File: src/rtl/ppl1_pkg.sv
package ppl1_pkg;
   localparam int NBANK = 2;
   typedef logic [0:0] bank_t;
endpackage

File: src/rtl/ppl1_bank_mem.sv
module ppl1_bank_mem
   import ppl1_pkg::*;
#(
   parameter int DATA_W = 16,
   parameter int WIN    = 64,
   localparam int AW    = $clog2(WIN)
) (
   input  logic              clk,
   input  logic              wr_en,
   input  bank_t             wr_bank,
   input  logic [AW-1:0]     wr_addr,
   input  logic [DATA_W-1:0] wr_data,
   input  bank_t             rd_bank,
   input  logic [AW-1:0]     rd_addr,
   output logic [DATA_W-1:0] rd_data
);
   logic [DATA_W-1:0] bank_out [NBANK];

   for (genvar b = 0; b < NBANK; b++) begin : g_bank
      logic [DATA_W-1:0] mem [WIN];
      always_ff @(posedge clk) begin
         if (wr_en && (wr_bank == bank_t'(b)))
            mem[wr_addr] <= wr_data;
      end
      assign bank_out[b] = mem[rd_addr];
   end

   assign rd_data = bank_out[rd_bank];
endmodule

File: src/rtl/ppl1_ctrl.sv
module ppl1_ctrl
   import ppl1_pkg::*;
#(
   parameter int DROP_W = 8
) (
   input  logic              clk,
   input  logic              rst_n,
   input  logic              l1_trig,
   input  logic              trig_hold,
   input  logic              pop_last,
   input  bank_t             rd_bank,
   output logic [NBANK-1:0]  full_q,
   output bank_t             wr_bank,
   output logic              accept,
   output logic              busy,
   output logic [DROP_W-1:0] drop_cnt
);
   logic [NBANK-1:0] full_d;
   logic             trig_live;

   assign trig_live = l1_trig && !trig_hold;
   assign busy      = &full_q;
   assign accept    = trig_live && !full_q[wr_bank];

   always_comb begin
      full_d = full_q;
      if (pop_last) full_d[rd_bank] = 1'b0;
      if (accept)   full_d[wr_bank] = 1'b1;
   end

   always_ff @(posedge clk) begin
      if (!rst_n) begin
         full_q   <= '0;
         wr_bank  <= '0;
         drop_cnt <= '0;
      end else begin
         full_q <= full_d;
         if (accept) wr_bank <= ~wr_bank;
         if (trig_live && busy && (drop_cnt != '1))
            drop_cnt <= drop_cnt + 1'b1;
      end
   end

   AST_DROP_SAT: assert property (@(posedge clk) disable iff (!rst_n)
      (drop_cnt == '1) |=> (drop_cnt == '1));
   AST_DROP_ONLY_BUSY: assert property (@(posedge clk) disable iff (!rst_n)
      !$stable(drop_cnt) |-> $past(l1_trig && !trig_hold && busy));
   AST_HOLD_KEEPS_BANKS: assert property (@(posedge clk) disable iff (!rst_n)
      (trig_hold && !pop_last) |=> $stable(full_q));
endmodule

File: src/rtl/ppl1_writer.sv
module ppl1_writer
   import ppl1_pkg::*;
#(
   parameter int WIN = 64,
   localparam int AW = $clog2(WIN)
) (
   input  logic             clk,
   input  logic             rst_n,
   input  logic [NBANK-1:0] full_q,
   input  bank_t            wr_bank,
   input  logic             accept,
   output logic             wr_en,
   output logic [AW-1:0]    wr_ptr,
   output logic [AW-1:0]    start_q [NBANK]
);
   assign wr_en = !full_q[wr_bank];

   always_ff @(posedge clk) begin
      if (!rst_n) begin
         wr_ptr <= '0;
         for (int b = 0; b < NBANK; b++) start_q[b] <= '0;
      end else begin
         if (wr_en) wr_ptr <= wr_ptr + 1'b1;
         if (accept) start_q[wr_bank] <= wr_ptr + 1'b1;
      end
   end
endmodule

File: src/rtl/ppl1_reader.sv
module ppl1_reader
   import ppl1_pkg::*;
#(
   parameter int WIN = 64,
   localparam int AW = $clog2(WIN)
) (
   input  logic             clk,
   input  logic             rst_n,
   input  logic             rd_en,
   input  logic [NBANK-1:0] full_q,
   input  logic [AW-1:0]    start_q [NBANK],
   output bank_t            rd_bank,
   output logic [AW-1:0]    rd_addr,
   output logic             empty,
   output logic             pop_last
);
   logic [AW-1:0] rd_cnt;
   logic          pop;

   assign empty    = !full_q[rd_bank];
   assign pop      = rd_en && !empty;
   assign pop_last = pop && (rd_cnt == AW'(WIN - 1));
   assign rd_addr  = start_q[rd_bank] + rd_cnt;

   always_ff @(posedge clk) begin
      if (!rst_n) begin
         rd_bank <= '0;
         rd_cnt  <= '0;
      end else if (pop) begin
         rd_cnt <= rd_cnt + 1'b1;
         if (pop_last) rd_bank <= ~rd_bank;
      end
   end

   AST_IDLE_POP_HOLDS: assert property (@(posedge clk) disable iff (!rst_n)
      (rd_en && empty) |=> $stable(rd_cnt));
endmodule

File: src/rtl/ppl1_store.sv
module ppl1_store
   import ppl1_pkg::*;
#(
   parameter int DATA_W = 16,
   parameter int WIN    = 64,
   parameter int DROP_W = 8
) (
   input  logic              clk,
   input  logic              rst_n,
   input  logic [DATA_W-1:0] smp_data,
   input  logic              l1_trig,
   input  logic              trig_hold,
   input  logic              rd_en,
   output logic [DATA_W-1:0] rd_data,
   output logic              empty,
   output logic              busy,
   output logic [DROP_W-1:0] drop_cnt
);
   localparam int AW = $clog2(WIN);

   if (DATA_W < 1 || DATA_W > 16) begin : g_bad_width
      $error("DATA_W must lie in 1..16");
   end
   if (WIN < 2 || (1 << AW) != WIN) begin : g_bad_win
      $error("WIN must be a power of two, at least 2");
   end
   if (DROP_W < 1) begin : g_bad_drop
      $error("DROP_W must be at least 1");
   end

   logic [NBANK-1:0] full_q;
   bank_t            wr_bank, rd_bank;
   logic             accept, wr_en, pop_last;
   logic [AW-1:0]    wr_ptr, rd_addr;
   logic [AW-1:0]    start_q [NBANK];

   ppl1_ctrl #(.DROP_W(DROP_W)) u_ctrl (
      .clk(clk), .rst_n(rst_n), .l1_trig(l1_trig), .trig_hold(trig_hold),
      .pop_last(pop_last), .rd_bank(rd_bank), .full_q(full_q),
      .wr_bank(wr_bank), .accept(accept), .busy(busy), .drop_cnt(drop_cnt)
   );

   ppl1_writer #(.WIN(WIN)) u_writer (
      .clk(clk), .rst_n(rst_n), .full_q(full_q), .wr_bank(wr_bank),
      .accept(accept), .wr_en(wr_en), .wr_ptr(wr_ptr), .start_q(start_q)
   );

   ppl1_reader #(.WIN(WIN)) u_reader (
      .clk(clk), .rst_n(rst_n), .rd_en(rd_en), .full_q(full_q),
      .start_q(start_q), .rd_bank(rd_bank), .rd_addr(rd_addr),
      .empty(empty), .pop_last(pop_last)
   );

   ppl1_bank_mem #(.DATA_W(DATA_W), .WIN(WIN)) u_mem (
      .clk(clk), .wr_en(wr_en), .wr_bank(wr_bank), .wr_addr(wr_ptr),
      .wr_data(smp_data), .rd_bank(rd_bank), .rd_addr(rd_addr),
      .rd_data(rd_data)
   );

   AST_BUSY_HAS_DATA: assert property (@(posedge clk) disable iff (!rst_n)
      busy |-> !empty);
   AST_EMPTY_FALL_ON_TRIG: assert property (@(posedge clk) disable iff (!rst_n)
      $fell(empty) |-> $past(l1_trig && !trig_hold));
   AST_BUSY_RISE_ON_TRIG: assert property (@(posedge clk) disable iff (!rst_n)
      $rose(busy) |-> $past(l1_trig && !trig_hold && !empty));
endmodule

File: config.mk
export PLATFORM = sky130hd
export DESIGN_NAME = ppl1_store
export DESIGN_NICKNAME = d
export VERILOG_FILES = /design/src/rtl/ppl1_pkg.sv /design/src/rtl/ppl1_bank_mem.sv /design/src/rtl/ppl1_ctrl.sv /design/src/rtl/ppl1_writer.sv /design/src/rtl/ppl1_reader.sv /design/src/rtl/ppl1_store.sv
export SDC_FILE = /design/constraint.sdc
export NUM_CORES = 2
export LEC_CHECK = 0
export ABC_AREA = 0
export BUFFER_PORTS_ARGS = -buffer_cell sky130_fd_sc_hd__clkbuf_2
export CAP_MARGIN = 20
export CORE_ASPECT_RATIO = 1.75
export CORE_UTILIZATION = 29
export DETAILED_ROUTE_END_ITERATION = 10
export SLEW_MARGIN = 0
export SYNTH_ARGS = -nofsm -noshare
export SYNTH_HDL_FRONTEND = slang
export SYNTH_SLANG_ARGS = --single-unit
File: constraint.sdc
create_clock -name clk -period 10.95 [get_ports clk]
set_input_delay 1.095 -clock clk [delete_from_list [all_inputs] [get_ports clk]]
set_output_delay 1.095 -clock clk [all_outputs]
set_load 0.01 [all_outputs]
* Yosys cells after proc, flatten, opt, wreduce, memory -nomap -nowiden *
Memory sizes are Yosys's and may differ from the RTL's.
Cells that the tools add are included.

storage, ports and cells
  memories kept = 2
  logic and storage cells = 69
  memory bits (writable) = 2048
  input port bits = 21
  output and inout bits = 26
  flip-flop bits (word level) = 36

memory list
  memory               depth  bits a word  rd ports  clocked after memory_dff  write ports  RTL line             RTL
  u_mem.g_bank[0].mem  64     16           1         0                         1            ppl1_bank_mem.sv:20  logic [DATA_W-1:0] mem [WIN];
  u_mem.g_bank[1].mem  64     16           1         0                         1            ppl1_bank_mem.sv:20

operators by class
  reduce and logical (&&, ||, !) cells = 16
  add/subtract/negate cells = 4
  $lt $le $gt $ge = 7
  mux-type cells = 23
  bitwise operators = 7
  equal/unequal tests = 2

operators with widths
  operator               number
  $mux W16               3
  $mux W6                4
  $add A6 B1 Y6 const B  2
  $bwmux W12             1
  $logic_and A1 B1 Y1    11
  $mux W1                10
  $add A8 B1 Y8 const B  1
  $ne A8 B8 Y1 const B   1
  $add A6 B6 Y6          1
  $demux W6 S1           1
  $eq A6 B6 Y1 const B   1
  $ge A2 B2 Y1 const B   2
  $lt A1 B2 Y1 const B   2
  $mux W2                2
  $not A1 Y2             2
  $reduce_and A2 Y1      2
  $logic_not A1 Y1       3
  $and A2 B2 Y2          1
  $demux W1 S1           2
  $ge A1 B1 Y1 const B   2
  $lt A2 B1 Y1 const B   1
  $not A1 Y1             2
  $not A2 Y2             1
  $or A2 B2 Y2           1

* Depth between registers and ports, before layout *
  depth after elaboration = 9
  depth in mapped cells = 19
  gate-level depth less buffers = 12

* Modules after synthesis *
A second synthesis with hierarchy kept.

unflattened totals
  cell total of the unflattened synthesis = 3292
  area, all modules = 80211.9 um2

by module, submodules not included
  module         instances  sequential area each (um2)  area each (um2)  cells an instance
  ppl1_bank_mem  1          61499.0                     78226.3          3077
  ppl1_writer    1          360.3                       743.2            83
  ppl1_reader    1          140.1                       631.9            66
  ppl1_ctrl      1          220.2                       610.6            66

* Worst setup path after synthesis *
No wires, ideal clock.

  kind = register -> output
  start point = register u_reader.rd_bank
  end point = output port rd_data[14]
  stages on the path, launching flop included = 17
  path slack = 6.467 ns
  arrival = 3.388 ns
  data required time = 9.855 ns
  path through = dfxtp_1 buf_6 clkbuf_1 nand2_1 o21ai_0 ha_1 inv_1 fa_1 clkbuf_1 buf_2 buf_4 clkbuf_1 mux4_2 mux2i_1 mux2i_1 o22ai_1 nor4_1

on the way
  longest elaborated chain between the ends = 9
  elaborated cells on any way between the ends = 10

RTL lines
  item                                            RTL line                                RTL
  start, declared                                 ppl1_reader.sv:12                       output bank_t rd_bank,
  start signal, assigned                          ppl1_reader.sv:31                       if (pop_last) rd_bank <= ~rd_bank;
  $not A1 Y2 (not written as such) *              ppl1_bank_mem.sv:28, ppl1_reader.sv:23
  $mux W6 (not written as such) (3 in series)     ppl1_reader.sv:23                       assign rd_addr = start_q[rd_bank] + rd_cnt;
  $add A6 B6 Y6                                   ppl1_reader.sv:23
  $mem_v2 Z64 W16                                 n/a
  $mux W16 (not written as such) * (3 in series)  ppl1_bank_mem.sv:28                     assign rd_data = bank_out[rd_bank];
  end, declared                                   ppl1_store.sv:14                        output logic [DATA_W-1:0] rd_data,

Mark *: on every way between the ends. The rest lies on a longest branch, timed or not. The select of a mux whose other input is x is not followed.

* Worst setup path after layout *
  start point = register u_reader.rd_bank
  end point = output port rd_data[7]

The elaborated chain is that of the path after synthesis.

==> key figures <==
Run status
  • Status: complete, no violations

Route
  • DRC errors left: 0
  • DR iter-0 viols: 3714
  • Detailed-router iteration count before antenna repair: 8
  • Drt wl/cell: roughly 27 µm
  • Routed vias: 40.2k
  • Post-Route WL: 220000 µm
  • Routed Antenna Nets: 0
  • Via density: 4.98

Timing
  • Final Max Slew Viols: 0
  • Clk_skew: ~55 ps
  • Period utilization: around 70%
  • Worst setup margin: around 3300 ps
  • Final min period: roughly 7700 ps
  • RSZ-0062 raised after global routing: no
  • Least-Margin Pin Slew: about 1500 ps
  • Hold Vio Cnt, Final: 0
  • Fmax achieved: approximately 0.13 GHz
  • Final setup viols: 0
  • Final TNS setup: 0 ps
  • Slew margin rel.: roughly 3.3%

Global routing
  • Pin count of the biggest net entering global routing: 149
  • Vias in the first global route: slightly above 40k
  • Antenna violations before repair: 8
  • Congestion Overflow GR: 0
  • First-pass GRT wire length: slightly above 300000 µm
  • Global-route usage over all layers: 15.2%

Worst setup path
  • Reg2reg end: u_mem.g_bank[0].mem[51][11]
  • CP Max Fanout: 93
  • Critical path class: flip-flop to primary output
  • WP data required: 9860 ps
  • R2r startpoint: u_writer.wr_ptr[1]
  • R2R Setup Slk: 7970 ps
  • Critical Path Source: u_reader.rd_bank
  • CP arrival: about 6600 ps
  • Startpoint types: flip-flop
  • Critical Path Sink Type: primary output
  • CP endpoint: rd_data[7]
  • Reg2reg path depth: 3

Clocking
  • CTS tree: yes
  • TritonCTS Sinks: around 2.1k
  • Post-cts resize count: 0
  • # hold bufs at CTS: 0
  • Post-CTS Setup Bufs: 0
  • CTS root buf: clkbuf_16
  • Htree depth: 4
  • Worst-Skew Late Latency: 840 ps
  • Clock-pin slew on the worst setup and hold paths: ~70 ps
  • Total CTS buffers: between 150 and 200
  • Max clock buf depth: 4

Cells and area
  • Commonest non-fill, non-tap cells in the layout: edfxtp_1 (2048), mux4_2 (391), mux2i_1 (291)
  • Final Util: roughly 33%
  • Layout cells sized above 1: 22.9%
  • Net count, final: roughly 4.3k
  • Area growth, synth to finish: 14.5%
  • Most common cell after layout, fill and taps aside: edfxtp_1

Flow run
  • Maxcap violations: 0

Floorplanning
  • Die height: around 700 µm
  • Chip Width: just over 400 µm
  • Core area: about 0.28 mm²
  • Rows: 257
  • Die area: about 0.28 mm²
  • Num ports: between 40 and 50
  • Initial core utilization: just under 30%

Power
  • Max IR drop VDD: 142 µV
  • Leakage: around 30 nW
  • Total power: between 15 and 20 mW
  • Cell Pwr Density: about 180 mW/mm²

Yosys
  • Asr flop ratio synth: 0%
  • Main area contributors after synthesis: edfxtp_1 (75%), mux4_2 (11%), mux2i_1 (3.6%)
  • Ys Warns: 0
  • Post-synth top area cell: edfxtp_1
  • Most used flip-flop cell after synthesis: edfxtp_1
  • Cell variety after synth: between 60 and 70
  • Seq/Total Area, Yosys: about three quarters
  • Post-Syn Area: slightly above 0.08 mm²
  • Syn avg cell area: roughly 20 µm²
  • Post-synth EDFFs: ~2.0k
  • Flops & latches, synth: 2084
  • Syn_nets: between 4k and 5k
  • Area share of the largest cell type after synthesis: between 70% and 80%
  • Cells after Synth: between 4k and 5k

Place
  • Pre-CTS WS: 4090 ps
  • I/O Buffers: 46
  • RePlAce Congestion: about 0.85
  • Hpwl dp: about 140000 µm

Min path
  • Tightest Hold Check Type: flip-flop to flip-flop
==> logic make-up after synthesis <==
family          after synthesis  share of synthesized area [%]
compound gates              361                           3.19
xor+xnor                     30                          0.387
fa+ha+maj                     9                          0.147
buf+inv                     248                           1.59
flops                      2084                           76.3
mux                         688                           14.5
simple gates                659                           3.89
==> worst min-delay path by stage <==
stage | startpoint | endpoint | slack, ps | cells past startpoint
5_1_grt | u_writer.start_q[2] | u_writer.start_q[2] | 520 | 1
2_1_floorplan | u_writer.start_q[1] | u_writer.start_q[1] | 440 | 2
6_report | u_writer.start_q[1] | u_writer.start_q[1] | 500 | 2
3_5_place_dp | u_writer.start_q[4] | u_writer.start_q[4] | 490 | 1
4_1_cts | u_writer.start_q[1] | u_writer.start_q[1] | 500 | 2
3_3_place_gp | u_writer.start_q[1] | u_writer.start_q[1] | 470 | 2
==> layout make-up <==
type | count | area, µm²
diodes | 7 | 17.5
clock inverters | 114 | 1270
multi-input cells | 1747 | 18300
fillers | 26300 | 186000
repair buffers | 254 | 2020
clock buffers | 223 | 4960
inverters | 6 | 22.5
flip-flops and latches | 2084 | 62200
well taps | 3626 | 4540
==> critical path, cell delays in order, from the launching register on <==
cell	delay, ps
dfxtp_1	750
o21ai_0	300
ha_4	800
buf_12	590
and2_2	740
buf_4	600
a22oi_1	170
and3_1	250
a211oi_1	690
a2111o_1	300
nor4_2	100
clkbuf_2	190
==> registers in the layout, indices dropped and copies added, names as in the netlist <==
signal / count
u_ctrl.drop_cnt: 8
u_writer.start_q: 12
u_mem.g_bank.mem: 2048
u_writer.wr_ptr: 6
u_reader.rd_bank: 1
u_ctrl.full_q: 2
u_reader.rd_cnt: 6
u_ctrl.wr_bank: 1
==> synthesized netlist by cell type (15+ instances only) <==
master       n
buf_1       16
buf_2      103
mux2i_1    291
edfxtp_1  2048
nor4_1      18
o22ai_1     33
a221oi_1    28
clkbuf_1    77
a22o_1      27
and2_1      19
a211oi_1    57
dfxtp_1     36
o21ai_0     24
a21oi_1     72
and3_1      49
mux4_2     391
nand3_1     81
a22oi_1     67
buf_6       15
nor2b_1     59
xnor2_1     17
nor2_1     153
buf_4       29
nand2_1    232
==> per-stage QoR <==
| step | hold WS, ps | instance area, µm² | cells |
|---|---|---|---|
| after floorplan | 443 | 81500 | 4079 |
| after global placement | 466 | 86900 | 7703 |
| after detailed placement | 489 | 87100 | 7715 |
| after CTS | 504 | 93300 | 8052 |
| after global routing | 519 | 93300 | 8056 |
| final | 505 | 93300 | 8061 |
==> per-layer routing <==
metal  GRT usage [%]  part of all wire, %  up-vias
li1                -                    -    17000
met1            16.0                   34    21400
met2            28.3                   54     1261
met3            1.63                  4.1      432
met4            10.6                  7.6        2
met5               0               0.0036        -
==> power breakdown <==
| group | total (mW) | internal (mW) | switching, mW |
|---|---|---|---|
| sequential | 8.82 | 8.80 | 0.0171 |
| combinational | 1.52 | 0.558 | 0.967 |
| clock | 6.80 | 3.86 | 2.94 |
| total | 17.1 | 13.2 | 3.93 |
(Power assumes the default switching activity.)
